==> src/rtl/dg_pkg.sv <==
package dg_pkg;

    typedef enum logic [1:0] {
        LN_IDLE = 2'd0,
        LN_LEAD = 2'd1,
        LN_REF  = 2'd2,
        LN_DIFF = 2'd3
    } line_state_e;

endpackage

==> src/rtl/dg_mark_sense.sv <==
module dg_mark_sense (
    input  logic clk,
    input  logic rst_n,
    input  logic mark_in,
    input  logic sel_neg_i,
    output logic edge_o
);

    logic rise_q;
    logic fall_q;
    logic prev_q;
    logic seen;

    always_ff @(posedge clk or negedge rst_n) begin
        if (!rst_n) rise_q <= 1'b0;
        else        rise_q <= mark_in;
    end

    always_ff @(negedge clk or negedge rst_n) begin
        if (!rst_n) fall_q <= 1'b0;
        else        fall_q <= mark_in;
    end

    assign seen = sel_neg_i ? fall_q : rise_q;

    always_ff @(posedge clk or negedge rst_n) begin
        if (!rst_n) prev_q <= 1'b0;
        else        prev_q <= seen;
    end

    assign edge_o = seen & ~prev_q;

endmodule

==> src/rtl/dg_line_fsm.sv <==
module dg_line_fsm
    import dg_pkg::*;
#(
    parameter int IDX_W    = 4,
    parameter int POS_W    = 2,
    parameter int POS_BASE = 3
) (
    input  logic             clk,
    input  logic             rst_n,
    input  logic             edge_i,
    input  logic [POS_W-1:0] pos_i,
    input  logic             one_ref_i,
    output logic             diff_slot_o
);

    line_state_e      state_q;
    line_state_e      state_d;
    logic [IDX_W-1:0] idx_q;
    logic [IDX_W-1:0] idx_d;
    logic [IDX_W-1:0] first_ref;
    logic [IDX_W-1:0] last_ref;
    logic [IDX_W-1:0] idx_inc;

    assign first_ref = IDX_W'(POS_BASE) + IDX_W'(pos_i);
    assign last_ref  = first_ref + (one_ref_i ? IDX_W'(0) : IDX_W'(1));
    assign idx_inc   = idx_q + IDX_W'(1);

    always_ff @(posedge clk or negedge rst_n) begin
        if (!rst_n) begin
            state_q <= LN_IDLE;
            idx_q   <= '0;
        end else begin
            state_q <= state_d;
            idx_q   <= idx_d;
        end
    end

    always_comb begin
        state_d = state_q;
        idx_d   = idx_q;
        if (edge_i) begin
            state_d = LN_LEAD;
            idx_d   = IDX_W'(1);
        end else begin
            unique case (state_q)
                LN_IDLE: ;
                LN_LEAD: begin
                    idx_d = idx_inc;
                    if (idx_inc == first_ref) state_d = LN_REF;
                end
                LN_REF: begin
                    idx_d = idx_inc;
                    if (idx_q == last_ref) state_d = LN_DIFF;
                end
                LN_DIFF: ;
                default: state_d = LN_IDLE;
            endcase
        end
    end

    always_comb begin
        unique case (state_q)
            LN_DIFF: diff_slot_o = 1'b1;
            default: diff_slot_o = 1'b0;
        endcase
    end

endmodule

==> src/rtl/dg_diff_stage.sv <==
module dg_diff_stage #(
    parameter int W = 12
) (
    input  logic         clk,
    input  logic         rst_n,
    input  logic [W-1:0] pix_i,
    input  logic         diff_en_i,
    input  logic         one_ref_i,
    output logic [W-1:0] val_o,
    output logic         vld_o
);

    logic [W-1:0] hist1_q;
    logic [W-1:0] hist2_q;
    logic [W-1:0] base;
    logic [W-1:0] delta;

    assign base  = one_ref_i ? hist1_q : hist2_q;
    assign delta = pix_i - base;

    always_ff @(posedge clk or negedge rst_n) begin
        if (!rst_n) begin
            hist1_q <= '0;
            hist2_q <= '0;
            val_o   <= '0;
            vld_o   <= 1'b0;
        end else begin
            hist1_q <= pix_i;
            hist2_q <= hist1_q;
            val_o   <= diff_en_i ? delta : pix_i;
            vld_o   <= 1'b1;
        end
    end

endmodule

==> src/rtl/dg_gray_stage.sv <==
module dg_gray_stage #(
    parameter int W    = 12,
    parameter int LO_W = 10
) (
    input  logic         clk,
    input  logic         rst_n,
    input  logic [W-1:0] val_i,
    input  logic         vld_i,
    input  logic         gray_i,
    input  logic         narrow_i,
    output logic [W-1:0] code_o,
    output logic         vld_o
);

    logic [W-1:0] g_full;
    logic [W-1:0] g_part;
    logic [W-1:0] pick;

    assign g_full = val_i ^ (val_i >> 1);

    if (LO_W < W) begin : g_narrow
        logic [LO_W-1:0] lo;
        assign lo     = val_i[LO_W-1:0];
        assign g_part = {val_i[W-1:LO_W], lo ^ (lo >> 1)};
    end else begin : g_same
        assign g_part = g_full;
    end

    assign pick = !gray_i ? val_i : (narrow_i ? g_part : g_full);

    always_ff @(posedge clk or negedge rst_n) begin
        if (!rst_n) begin
            code_o <= '0;
            vld_o  <= 1'b0;
        end else begin
            code_o <= pick;
            vld_o  <= vld_i;
        end
    end

endmodule

==> src/rtl/diff_gray_encoder.sv <==
module diff_gray_encoder #(
    parameter int PIX_W     = 12,
    parameter int GRAY_LO_W = 10,
    parameter int IDX_W     = 4,
    parameter int POS_W     = 2,
    parameter int POS_BASE  = 3
) (
    input  logic             clk,
    input  logic             rst_n,
    input  logic [PIX_W-1:0] pix_in,
    input  logic             mark_in,
    input  logic             cfg_gray,
    input  logic             cfg_diff,
    input  logic             cfg_gray10,
    input  logic             cfg_one_ref,
    input  logic [POS_W-1:0] cfg_pos,
    input  logic             cfg_mark_neg,
    output logic [PIX_W-1:0] out_code,
    output logic             out_valid
);

    logic             mark_edge;
    logic             diff_slot;
    logic [PIX_W-1:0] mid_val;
    logic             mid_vld;

    dg_mark_sense u_mark (
        .clk       (clk),
        .rst_n     (rst_n),
        .mark_in   (mark_in),
        .sel_neg_i (cfg_mark_neg),
        .edge_o    (mark_edge)
    );

    dg_line_fsm #(
        .IDX_W    (IDX_W),
        .POS_W    (POS_W),
        .POS_BASE (POS_BASE)
    ) u_fsm (
        .clk         (clk),
        .rst_n       (rst_n),
        .edge_i      (mark_edge),
        .pos_i       (cfg_pos),
        .one_ref_i   (cfg_one_ref),
        .diff_slot_o (diff_slot)
    );

    dg_diff_stage #(
        .W (PIX_W)
    ) u_diff (
        .clk       (clk),
        .rst_n     (rst_n),
        .pix_i     (pix_in),
        .diff_en_i (cfg_diff & diff_slot),
        .one_ref_i (cfg_one_ref),
        .val_o     (mid_val),
        .vld_o     (mid_vld)
    );

    dg_gray_stage #(
        .W    (PIX_W),
        .LO_W (GRAY_LO_W)
    ) u_gray (
        .clk      (clk),
        .rst_n    (rst_n),
        .val_i    (mid_val),
        .vld_i    (mid_vld),
        .gray_i   (cfg_gray),
        .narrow_i (cfg_gray10),
        .code_o   (out_code),
        .vld_o    (out_valid)
    );

endmodule

==> config.mk <==
export PLATFORM = sky130hd
export DESIGN_NAME = diff_gray_encoder
export DESIGN_NICKNAME = d
export VERILOG_FILES = /design/src/rtl/dg_pkg.sv /design/src/rtl/dg_mark_sense.sv /design/src/rtl/dg_line_fsm.sv /design/src/rtl/dg_diff_stage.sv /design/src/rtl/dg_gray_stage.sv /design/src/rtl/diff_gray_encoder.sv
export SDC_FILE = /design/constraint.sdc
export NUM_CORES = 1
export LEC_CHECK = 0
export BUFFER_PORTS_ARGS = -buffer_cell sky130_fd_sc_hd__buf_2
export CAP_MARGIN = 30
export CELL_PAD_IN_SITES_DETAIL_PLACEMENT = 1
export CELL_PAD_IN_SITES_GLOBAL_PLACEMENT = 2
export CORE_MARGIN = 2
export CORE_UTILIZATION = 41
export CTS_CLUSTER_DIAMETER = 200
export DETAILED_ROUTE_END_ITERATION = 10
export GPL_TIMING_DRIVEN = 0
export PLACE_DENSITY = 0.95
export SYNTH_ARGS = -nofsm -noshare
export SYNTH_HDL_FRONTEND = slang
export SYNTH_SLANG_ARGS = --single-unit
==> constraint.sdc <==
create_clock -name clk -period 4.8 [get_ports clk]
set_input_delay 0.24 -clock clk [delete_from_list [all_inputs] [get_ports clk]]
set_output_delay 0.24 -clock clk [all_outputs]
set_load 0.05 [all_outputs]
# ---- Word level (Yosys, flattened, before mapping)
# Cells that the tools add are included.
dict set report totals {
  register_bits 59
  in_bits 22
  output_inout_bits 13
  elab_cells 44
}
dict set report op_classes {
  addsub 4
  eq_ne 7
  n_mux 13
  bitwise_logic 5
  reduce_logical 4
}
# op n
set ops {}
lappend ops {{12-bit two-way mux} 4}
lappend ops {{12-bit subtractor} 1}
lappend ops {{12-bit by 11-bit bitwise XOR with 12-bit output} 1}
lappend ops {{10-bit by 9-bit bitwise XOR with 10-bit output} 1}
lappend ops {{4-bit == test} 2}
lappend ops {{4-bit two-way mux} 2}
lappend ops {{2-bit two-way mux} 3}
lappend ops {{3-bit by 2-bit != test with 1-bit output (second input constant)} 2}
lappend ops {{4-bit by 1-bit adder with 4-bit output (second input constant)} 1}
lappend ops {{4-bit adder} 1}
lappend ops {{2-bit == test (second input constant)} 2}
lappend ops {{2-bit one-hot mux with 2 select lines} 1}
lappend ops {{2-bit by 2-bit adder with 3-bit output (first input constant)} 1}
lappend ops {{1-bit two-way mux} 3}
lappend ops {{3-bit AND reduction} 1}
lappend ops {{3-bit nonzero test} 1}
lappend ops {{1-bit bitwise AND} 2}
lappend ops {{2-bit by 1-bit == test with 1-bit output (second input constant)} 1}
lappend ops {{2-bit nonzero test} 1}
lappend ops {{2-bit OR reduction} 1}
lappend ops {{1-bit NOT} 1}

# ---- Depth between registers and ports, before layout
dict set report depth {
  depth_word 6
  mapped_depth 11
}

# ---- Hierarchy
# From an unflattened synthesis, not the netlist that was laid out.
dict set report unflattened {
  cells_unflattened 239
  hier_area_um2 2887.8
}
# mod n_inst cells_each area_each_um2 seq_area_each_um2
set modules_own_cells {}
lappend modules_own_cells {dg_diff_stage 1 147 1789.2 925.9}
lappend modules_own_cells {dg_gray_stage 1 36 501.7 325.3}
lappend modules_own_cells {dg_line_fsm 1 50 486.7 150.1}
lappend modules_own_cells {dg_mark_sense 1 5 103.8 75.1}
lappend modules_own_cells {diff_gray_encoder 1 1 6.3 0.0}

==> impl_results.md <==
* Run status: finished clean
* Cell count after synthesis at 243
* Final HPWL DP at 4120 um
* Power per Cell Area at 546 nW/um^2
* R2R Path Start: u_mark.fall_q
* Placed Area at 3060 sq um
* Worst-Skew Late Latency at 0.33 ns
* Antenna Diode Count at 0
* Total wire length after detailed routing at 5510 um
* Critical-path top delay cell: sky130_fd_sc_hd__dfrtn_1
* Family of cells with the greatest summed delay on the critical path: flip-flops
* Power dissipated by switching net loads at 0.653 mW
* DP Cell Count at 356
* Adder-Cell Fraction of Synth Area at 9.72%
* Worst reg-to-reg setup slack at 1.42 ns
* Number of antenna violations at the first check in global routing at 0
* Data required time of the critical path at 5.06 ns
* Synth Register Bits at 59
* Internal cell power at 1.15 mW
* Resized Gates After CTS at 0
* Maximum vdd drop at 0.155 mV
* Part of the total power dissipated in sequential elements at 36.7%
* Number of optimization iterations in the first detailed-route pass at 3
* DRC errors left at 0
* Maximum number of pins on one net before global-route repair at 37
* Avg Vias per Cell at 4.99
* Num CTS Buffers at 9
* Layout Area Growth over Synthesis at 19.1%
* Simple-gate portion of the synthesized area at 9.05%
* Most repeated cell in the gate-level netlist after synthesis: sky130_fd_sc_hd__dfrtp_1
* Site Rows at 30
* Via count of the first global-routing pass at 2008
* Sequential area share after synthesis at 53.1%
* Die extent in x at 86.3 um
* Logic gate share of total power at 33.5%
* Routed wirelength normalized by instance count at 14.8 um
* Sequence of cells on the critical path: mux2i_1 -> nor2_1 -> a21oi_1
* CTS tree: yes
* Total number of yosys warnings at 0
* Count of distinct cell types in the synthesized netlist at 42
* Number of nets with antenna violations after detailed routing at 0
* Core ar. at 6680 sq um
* Total Neg Setup Slack at 0 ns
* Worst Clk Skew at 0.0136 ns
* Critical path class: reg2reg
* Total Routing Usage GR at 17.0%
* Worst endpoint data arrival time at 3.64 ns
* Final count of pins violating max slew at 0
* Num ports at 35
* Die boundary height at 86.3 um
* Nets@finish at 331
* Maximum count of clock buffers along a single path at 2
* Wire length of the first global-routing pass at 9560 um
* CTS Root Buffer Type: sky130_fd_sc_hd__clkbuf_8
* Overall die area at 7460 sq um
* Hold Fails Final Rpt at 0
* Kind of launch point of the worst setup path: register
* Worst setup path startpoint: u_mark.fall_q
* Area share of the largest cell type after synthesis at 52.2%
* Synthesized area per cell at 11.4 sq um
* HP Start: mark_in
* Clock share of power at 29.8%
* Xor-xnor portion of the synthesized cell area at 8.82%
* Via count at 1863
* Post-synth top flop: sky130_fd_sc_hd__dfrtp_1
* Clock-pin slew on the worst setup and hold paths at 0.06 ns
* Top cell types by occurrence after synthesis: sky130_fd_sc_hd__dfrtp_1, sky130_fd_sc_hd__nand2_1, sky130_fd_sc_hd__ha_1, sky130_fd_sc_hd__xnor2_1, sky130_fd_sc_hd__mux2i_1
* Final weighted congestion in routability-driven placement at 0.835
* Leak Pwr at 1.58 nW
* Compound-gate portion of the synthesized area at 10.3%
* Mapped Nets at 286
* Iteration-0 DRC Markers at 53
* Unrepaired setup endpoints after global routing: no
* Biggest area contributors in the synthesized netlist: sky130_fd_sc_hd__dfrtp_1, sky130_fd_sc_hd__ha_1, sky130_fd_sc_hd__xnor2_1, sky130_fd_sc_hd__mux2i_1, sky130_fd_sc_hd__nand2_1
* Finished Cell Area at 3310 sq um
* Fraction of final layout cells with drive strength greater than 1 at 18.4%
* Maxcap violations at 0
* Async set-reset flop share out of synthesis at 100%
* Headroom to the max-slew limit at 45.3%
* H-tree level count at 3
* Fill cells at 746
* Buffering stage count on the worst path with inverters included at 0
* Final setup fails at 0
* Crit path capture type: register
* Number of buffers added on ports at 32
* Highest fanout seen on the critical path at 4
* Final instance count without filler cells at 373
* Cell type with the highest aggregate area in the netlist: sky130_fd_sc_hd__dfrtp_1
* Net switching share of the total power at 36.1%
* Initial cell density of the core at 41.6%
* Largest family of logic cells by synthesized area: compound AO/OA/AOI/OAI gates
* Measured slew at the worst slew-check pin at 0.820 ns
* Netlist area before placement at 2780 sq um
* EDFF count, synth at 0
* Critical path's largest stage delay at 0.32 ns
* Overall overflow remaining after global route at 0
* Multiplexer share of the synthesized area at 6.35%
* # clock sinks at 59
* Worst hold path class: in2reg
-- layer usage --
metal | share of wire [%] | track usage [%]
met1 | 47 | 22.4
met2 | 47 | 26.2
met3 | 3.7 | 4.48
met4 | 2.1 | 7.81
met5 | 0 | 0
-- placed cells by master (no fill, tap or decap), types with 9 or more instances in the layout --
master	synthesis	final
sky130_fd_sc_hd__ha_1	20	20
sky130_fd_sc_hd__inv_1	11	11
sky130_fd_sc_hd__a21oi_1	9	9
sky130_fd_sc_hd__nand2_1	26	26
sky130_fd_sc_hd__mux2i_1	14	14
sky130_fd_sc_hd__xnor2_1	17	17
sky130_fd_sc_hd__xor2_1	11	11
sky130_fd_sc_hd__dfrtp_1	58	58
sky130_fd_sc_hd__buf_2	0	32
sky130_fd_sc_hd__o21ai_1	10	10
sky130_fd_sc_hd__nor2_1	12	12
sky130_fd_sc_hd__clkbuf_8	0	9
-- registers in the layout (all words and copies together) (netlist names) --
name	count
u_gray.code_o	12
u_gray.vld_o	1
u_diff.val_o	12
u_diff.hist1_q	12
u_mark.prev_q	1
u_fsm.idx_q	4
u_mark.rise_q	1
u_diff.hist2_q	12
u_mark.fall_q	1
u_fsm.state_q	2
u_diff.vld_o	1
-- cell type report --
| type | count | area, sq um | share of cell area, % |
|---|---|---|---|
| multi-input combinational | 167 | 1230 | 37.2 |
| inverter | 11 | 41.3 | 1.25 |
| timing repair buffer | 34 | 190 | 5.74 |
| tap | 80 | 100 | 3.02 |
| buffer | 6 | 30.0 | 0.907 |
| clock inverter | 7 | 116 | 3.51 |
| clock buffer | 9 | 124 | 3.74 |
| sequential | 59 | 1480 | 44.6 |
-- metrics by stage --
stage	worst slack, ns	hold slack, ns	util (%)	total power, mW
6_report	1.42	0.0241	49.6	1.81
3_5_place_dp	1.38	0.264	45.8	1.28
4_1_cts	1.39	0.00651	49.6	1.83
5_1_grt	1.31	0.0164	49.6	1.93
2_1_floorplan	1.57	-0.0556	-	1.12
3_3_place_gp	1.14	0.332	45.5	1.24
-- worst paths after layout --
kind / to / cells after the start
worst max-delay path: u_fsm.idx_q[3] / 3
worst min-delay path: u_mark.rise_q / 1
worst max register to register: u_fsm.idx_q[3] / 3
worst min register to register: u_gray.vld_o / 0
max in group asynchronous: u_mark.fall_q / 2
min in group asynchronous: u_diff.hist1_q[5] / 2
-- repair_timing --
item / in CTS / in global routing
hold buffers: 1 / 0
hold endpoints to repair: 22 / 0
buffers inserted: 0 / 0
-- logic make-up (layout without fill, tap and decap cells) --
group / Yosys count / count (layout)
DFF: 59 / 59
and+or+nand+nor: 56 / 56
AOI/OAI and AO/OA: 44 / 44
xor gates and xnor gates: 28 / 28
adders and majority gates: 21 / 21
muxes: 17 / 17
buffers and inverters: 17 / 67
other: 1 / 1
-- power by group through the flow --
stage	sequential, mW	clock (mW)	combinational [mW]
3_3_place_gp	0.667	0	0.578
4_1_cts	0.664	0.558	0.611
3_5_place_dp	0.674	0	0.606
2_1_floorplan	0.809	0	0.309
5_1_grt	0.677	0.581	0.669
6_report	0.663	0.539	0.606
(Power assumes the default switching activity.)
